<file path="config.mk">
export PLATFORM = sky130hd
export DESIGN_NAME = pwrseq_top
export DESIGN_NICKNAME = d
export VERILOG_FILES = /design/src/rtl/pwrseq_pkg.sv /design/src/rtl/pwrseq_sync.sv /design/src/rtl/pwrseq_test_ctl.sv /design/src/rtl/pwrseq_top.sv
export SDC_FILE = /design/constraint.sdc
export NUM_CORES = 1
export LEC_CHECK = 0
export ABC_AREA = 1
export BUFFER_PORTS_ARGS = -buffer_cell sky130_fd_sc_hd__buf_2
export CORE_MARGIN = 2
export CORE_UTILIZATION = 32
export DETAILED_ROUTE_END_ITERATION = 12
export GPL_TIMING_DRIVEN = 0
export PLACE_DENSITY_LB_ADDON = 0.08
export SKIP_LAST_GASP = 1
export SLEW_MARGIN = 0
export SYNTH_ARGS = -nofsm -noshare
export SYNTH_HDL_FRONTEND = slang
export SYNTH_SLANG_ARGS = --single-unit
</file>
<file path="constraint.sdc">
create_clock -name clk -period 0.9 [get_ports clk]
set_input_delay 0.135 -clock clk [delete_from_list [all_inputs] [get_ports clk]]
set_output_delay 0.135 -clock clk [all_outputs]
set_load 0.05 [all_outputs]
</file>
<file path="src/rtl/pwrseq_pkg.sv">
package pwrseq_pkg;
    typedef enum logic [1:0] {
        ST_OPEN = 2'd0,
        ST_RUN  = 2'd1,
        ST_DOWN = 2'd2
    } seq_state_e;

    typedef enum logic [1:0] {
        MODE_OFF    = 2'b00,
        MODE_NORMAL = 2'b01,
        MODE_HIZ    = 2'b10,
        MODE_REFN   = 2'b11
    } out_mode_e;
endpackage

</file>
<file path="src/rtl/pwrseq_sync.sv">
module pwrseq_sync #(
    parameter int WIDTH  = 2,
    parameter int STAGES = 2
) (
    input  logic             clk,
    input  logic             rst_n,
    input  logic [WIDTH-1:0] async_i,
    output logic [WIDTH-1:0] sync_o
);
    logic [WIDTH-1:0] stage_q [STAGES];

    generate
        for (genvar s = 0; s < STAGES; s++) begin : g_stage
            if (s == 0) begin : g_first
                always_ff @(posedge clk or negedge rst_n) begin
                    if (!rst_n) stage_q[s] <= '0;
                    else        stage_q[s] <= async_i;
                end
            end else begin : g_next
                always_ff @(posedge clk or negedge rst_n) begin
                    if (!rst_n) stage_q[s] <= '0;
                    else        stage_q[s] <= stage_q[s-1];
                end
            end
        end
    endgenerate

    assign sync_o = stage_q[STAGES-1];
endmodule

</file>
<file path="src/rtl/pwrseq_test_ctl.sv">
module pwrseq_test_ctl (
    input  logic clk,
    input  logic rst_n,
    input  logic latch_ev,
    input  logic tsel_strap,
    input  logic running,
    input  logic reg_entry,
    input  logic reg_refn,
    input  logic live_refn,
    output logic test_on,
    output logic test_refn
);
    typedef struct packed {
        logic tsel;
        logic on;
    } test_reg_t;

    test_reg_t t_d, t_q;

    always_comb begin
        t_d = t_q;
        if (latch_ev) begin
            t_d.tsel = tsel_strap;
            if (tsel_strap) t_d.on = 1'b1;
        end
        // register path only when the strap did not select test
        if (running && reg_entry && !t_q.tsel) t_d.on = 1'b1;
    end

    always_ff @(posedge clk or negedge rst_n) begin
        if (!rst_n) t_q <= '0;
        else        t_q <= t_d;
    end

    assign test_on   = t_q.on;
    assign test_refn = t_q.tsel ? live_refn : reg_refn;
endmodule

</file>
<file path="src/rtl/pwrseq_top.sv">
module pwrseq_top
    import pwrseq_pkg::*;
#(
    parameter int FS_W        = 3,
    parameter int SYNC_STAGES = 2
) (
    input  logic            clk,
    input  logic            rst_n,
    input  logic            pwrgd_pd_n,
    input  logic [FS_W-1:0] fs_strap,
    input  logic            src5_strap,
    input  logic            itp_strap,
    input  logic            tsel_strap,
    input  logic            test_mode_pin,
    input  logic            restore_en,
    input  logic            amt_active,
    input  logic            test_entry_reg,
    input  logic            test_refn_reg,
    input  logic            wol_en,
    output logic [FS_W-1:0] fs_sel_q,
    output logic            src5_pair_sel,
    output logic            itp_pair_sel,
    output logic            straps_valid,
    output logic [1:0]      out_mode,
    output logic            se1_run,
    output logic            cfg_wipe
);
    localparam int SYNC_W = 2;

    typedef struct packed {
        seq_state_e      state;
        logic [FS_W-1:0] fs;
        logic            src5;
        logic            itp;
        logic            valid;
        out_mode_e       mode;
        logic            se1;
        logic            wipe;
    } seq_reg_t;

    seq_reg_t           s_d, s_q;
    logic [SYNC_W-1:0]  sync_v;
    logic               pin_s, live_refn_s;
    logic               latch_ev, restore_eff;
    logic               test_on, test_refn;

    pwrseq_sync #(.WIDTH(SYNC_W), .STAGES(SYNC_STAGES)) i_sync (
        .clk     (clk),
        .rst_n   (rst_n),
        .async_i ({test_mode_pin, pwrgd_pd_n}),
        .sync_o  (sync_v)
    );
    assign pin_s       = sync_v[0];
    assign live_refn_s = sync_v[1];

    pwrseq_test_ctl i_test (
        .clk       (clk),
        .rst_n     (rst_n),
        .latch_ev  (latch_ev),
        .tsel_strap(tsel_strap),
        .running   (s_q.state == ST_RUN),
        .reg_entry (test_entry_reg),
        .reg_refn  (test_refn_reg),
        .live_refn (live_refn_s),
        .test_on   (test_on),
        .test_refn (test_refn)
    );

    always_comb begin
        s_d         = s_q;
        s_d.wipe    = 1'b0;
        latch_ev    = 1'b0;
        restore_eff = restore_en | amt_active;

        case (s_q.state)
            ST_OPEN: begin
                if (pin_s) begin
                    latch_ev  = 1'b1;
                    s_d.fs    = fs_strap;
                    s_d.src5  = src5_strap;
                    s_d.itp   = itp_strap;
                    s_d.valid = 1'b1;
                    s_d.state = ST_RUN;
                end
            end
            ST_RUN: begin
                if (!pin_s) s_d.state = ST_DOWN;
            end
            ST_DOWN: begin
                if (pin_s) begin
                    if (restore_eff) begin
                        s_d.state = ST_RUN;
                    end else begin
                        s_d.state = ST_OPEN;
                        s_d.valid = 1'b0;
                        s_d.wipe  = 1'b1;
                    end
                end
            end
            default: s_d.state = ST_OPEN;
        endcase

        // test mode outranks both running and off
        if (test_on)                  s_d.mode = test_refn ? MODE_REFN : MODE_HIZ;
        else if (s_d.state == ST_RUN) s_d.mode = MODE_NORMAL;
        else                          s_d.mode = MODE_OFF;

        s_d.se1 = (s_d.mode == MODE_NORMAL) | ((s_d.mode == MODE_OFF) & wol_en);
    end

    always_ff @(posedge clk or negedge rst_n) begin
        if (!rst_n) begin
            s_q       <= '0;
            s_q.state <= ST_OPEN;
            s_q.mode  <= MODE_OFF;
        end else begin
            s_q <= s_d;
        end
    end

    assign fs_sel_q      = s_q.fs;
    assign src5_pair_sel = s_q.src5;
    assign itp_pair_sel  = s_q.itp;
    assign straps_valid  = s_q.valid;
    assign out_mode      = s_q.mode;
    assign se1_run       = s_q.se1;
    assign cfg_wipe      = s_q.wipe;
endmodule

</file>
---- After elaboration in Yosys (flattened, before gate mapping) ----
Index checks and enable logic that the tools add are counted.
cells by class
  mux-type cells .......................... 20
  equal/unequal tests ..................... 7
  bitwise logic cells ..................... 3
  reduce and logical (&&, ||, !) cells .... 11
operator list
  kind                count
  $mux 1              14
  $mux 8              1
  $eq 2x1->1 const B  3
  $mux 2              3
  $pmux 2 s3          1
  $reduce_bool 2->1   3
  $logic_not 2->1     2
  $ne 2x1->1 const B  2
  $reduce_and 2->1    2
  $reduce_and 4->1    1
  $eq 2x2->1 const B  1
  $logic_and 1x1->1   2
  $ne 2x2->1 const B  1
  $or 1x1->1          2
  $pmux 1 s2          1
  $and 1x1->1         1
  $logic_not 1->1     1
word-level totals
  flip-flop bits (word level) ............. 18
  word-level logic and storage cells ...... 53
  output and inout port bits .............. 10
  input bits .............................. 15

---- Longest topological paths before layout ----
  depth in word-level cells ............... 10
  gate-level depth with buffers ........... 6
  depth with buffers taken out ............ 6

---- Hierarchy ----
Synthesis repeated with hierarchy kept, for this count alone.
second synthesis, totals
  cells, all modules ...................... 77
  area total of the unflattened synthesis .. 716.9 um^2
modules (own cells, without submodules)
  module           area each (um^2)  instances  sequential area each (um^2)  cells an instance
  pwrseq_top       510.5             1          300.3                        60
  pwrseq_sync      115.1             1          100.1                        6
  pwrseq_test_ctl  91.3              1          50.0                         11

---- Least setup slack after synthesis ----
OpenSTA, ideal clock, no wires.
  kind .................................... reg2reg
  start ................................... register s_q[11] (netlist name)
  end ..................................... register s_q (netlist bit itp_pair_sel)
  cell stages (with the launch flop) ...... 7
  data arrival time ....................... 0.828 ns
  setup time .............................. 0.119 ns
  slack ................................... -0.048 ns
  buffers on the path ..................... 0
  required time ........................... 0.781 ns
  period minus slack after synthesis ...... 0.948 ns
  cell sequence ........................... dfrtp_1 inv_1 nand2_2 nor2_4 inv_2 nand2_1 nand2_1
between the ends
  longest elaborated chain between the ends .. 2
RTL lines
  what                        line              source
  from (decl)                 pwrseq_top.sv:41  seq_reg_t s_d, s_q;
  $logic_not 2->1             pwrseq_top.sv:75  case (s_q.state)
  $reduce_and 2->1 (no line)  n/a
Every way passes these cells.
A chain may end at the register's enable or synchronous reset.

---- Worst setup path in the final report ----
Ends and elaborated chain as after synthesis.

==> impl_metrics.yaml <==
drt:
  route.vias.total: 545
  drc: 0
  routed_via_density: 4.129
  dr.pass1.iters: 2
  wl_per_cell_um: 9.742
  wirelength_mm: 1.286
  dr.first_iter.drc_count: 3
  ant_nets: 0
yosys:
  synth_area_leaders: "dfrtp_1 66%, nand2_1 15%, buf_4 5.5%"
  syn_area_um2: 686.9
  ys_ff_latch: 18
  seq_area_frac_synth: 0.6557
  yosysTopAreaCellShare: 0.6557
  synth_cell_types: 14
  syn_area_per_cell_um2: 9.813
  syn_inst: 70
  synth_top_area_cell: "dfrtp_1"
  syn_nets: 85
  yosysWarnings: 0
worst_setup_path:
  r2r-start: "s_q[11]"
  end_kind: "flop"
  crit_start: "s_q[11]"
  crit_arrival_ns: 1.24
  crit_slowest_cell: "dfrtp_1"
  worstPathRequired_ns: 1.13
  cp-endpoint: "itp_pair_sel"
  reg2reg_to: "itp_pair_sel"
  crit_fanout: 5
  cp_top_family: "flip-flops"
  crit_type: "flop to flop"
  crit_buf_inv: 2
  crit_chain: "inv_2 > nand2_4 > nor2_4 > buf_6 > nand2_2 > nand2_1"
  r2r_cells: 6
  slowest_delay_ns: 0.40
  path_depth: 6
  start_kind: "flop"
  reg2reg_slack_ns: -0.11
clock_tree:
  cts-root-buf: "clkbuf_4"
  cts_tree: "built"
  cts-htree-levels: 1
  clkSinkCount: 18
  clkTransAtPathRegs_ns: 0.10
  cts_made_buffers: 3
  cts_buffer_depth: 2
  clk-insertion-delay-late_ns: 0.29
timing:
  rsz0062_at_grt: "yes"
  relSlewSlack: 0.7315
  fin_crit_sh: 1.124
  timing.hold.ws_ns: 0.03329
  fin_worst_skew_ns: 0.004119
  worst_pin_slew_ns: 0.4028
  setup_violations: 21
  tns_ns: -1.540
  max_freq_ghz: 0.9884
  drv_slew: 0
  worst_slack_ns: -0.1117
  hold_viol: 0
  period_minus_slack_ns: 1.012
placed_design:
  place_ws_ns: -0.1550
  io_buffers: 24
  place_congestion: 0.7221
  hpwl_um: 841.9
grt:
  overflow: 0
  grt_usage: 0.1127
  grt_max_degree: 19
  antenna_found_initial: 0
  grt_pass1_vias: 484
  grt_pass1_wl_mm: 2.090
run_status:
  violations: "setup timing"
  outcome: "finished, violations left"
run:
  cap_violations: 0
power_and_ir_drop:
  peakVddDrop_mv: 1.225
  p_leak_nw: 0.5552
  power_density_nw_per_um2: 2215
layout:
  layout.nets: 121
  antennaDiodeCount: 0
  area_growth_pct: 55.19
  drive_above_1_share: 0.4952
floorplan:
  die_w_um: 50.33
  rows: 16
  coreArea_um2: 2002
  boundaryPins: 25
  die_area_um2: 2533
  die_height_um: 50.33
  start_util: 0.3431
min_path:
  holdPathStages: 3
  hold_start: "fs_strap[0]"
  hp-class: "primary input to flop"
per-stage QoR:
stage / total power [mW] / util / std cells / cell area [um^2]
after detailed placement: 1.644 / 0.4200 / 121 / 840.8
after global placement: 1.637 / 0.4200 / 121 / 840.8
after global routing: 2.499 / 0.5325 / 132 / 1066
final: 2.361 / 0.5325 / 132 / 1066
after CTS: 2.382 / 0.5188 / 130 / 1039
after floorplan: 1.487 / - / 70 / 686.9
cell usage after synthesis:
master	number
a21oi_1	1
nand4_1	1
dfrtp_1	18
nand2_1	28
nor2_1	1
inv_1	8
nand2_2	1
nor2_4	1
o21ai_0	2
nand3_1	1
inv_2	1
nor3_1	1
o211ai_1	1
buf_4	5
tightest hold or removal path: stages:
cell     delay, ns
buf_2         0.07
nand2_1       0.04
nand2_1       0.04
kinds of logic after synthesis:
logic type	synth area share
AOI/OAI and AO/OA	0.03278
buffers and inverters	0.1038
DFF	0.6557
and+or+nand+nor	0.2076
cell type report:
type                       instances  area, um^2
fill                             197       935.9
tap                               27       33.78
inverter                           9       36.28
clock buffer                       4       36.28
multi-input combinational         38       196.4
timing repair buffer              36       310.3
sequential                        18       452.9
layout by cell type (no fill, tap or decap), drive strengths merged:
cell,instances
a21oi,1
nor3,1
buf,33
o211ai,1
nor2,2
dlygate4sd3,3
nand2,29
nand4,1
inv,9
nand3,1
o21ai,2
dfrtp,18
clkbuf,4
what timing repair did:
action	CTS	global route
pin swaps	7	8
gates resized for setup	37	8
setup buffers	5	4
hold buffers	3	0
endpoints found under the hold margin	20	0
cloned	0	0
setup endpoints to repair	20	21
layer usage:
layer	wire (um)	track usage	vias to the layer above
met5	0	0	-
met4	13	0.04054	0
met3	88	0.04762	2
met2	612	0.1776	18
met1	572	0.1377	243
li1	-	-	282
sequential cells by signal, indices dropped and copies added, names as in the netlist:
register / cells
i_test.test_on: 1
out_mode: 2
itp_pair_sel: 1
se1_run: 1
s_q: 2
i_sync.stage_q: 2
fs_sel_q: 3
cfg_wipe: 1
straps_valid: 1
src5_pair_sel: 1
i_sync.sync_o: 2
i_test.t_q: 1
worst min-delay path by stage:
stage and to:
6_report fs_sel_q[0], 5_1_grt fs_sel_q[0], 4_1_cts se1_run, 3_5_place_dp se1_run
3_3_place_gp out_mode[0], 2_1_floorplan cfg_wipe
power breakdown:
group / switching, mW / total (mW) / internal [mW]
Sequential: 0.0855 / 1.01 / 0.923
Clock: 0.242 / 0.488 / 0.246
Combinational: 0.488 / 0.864 / 0.376
Total: 0.815 / 2.36 / 1.55
(Power assumes the default switching activity.)
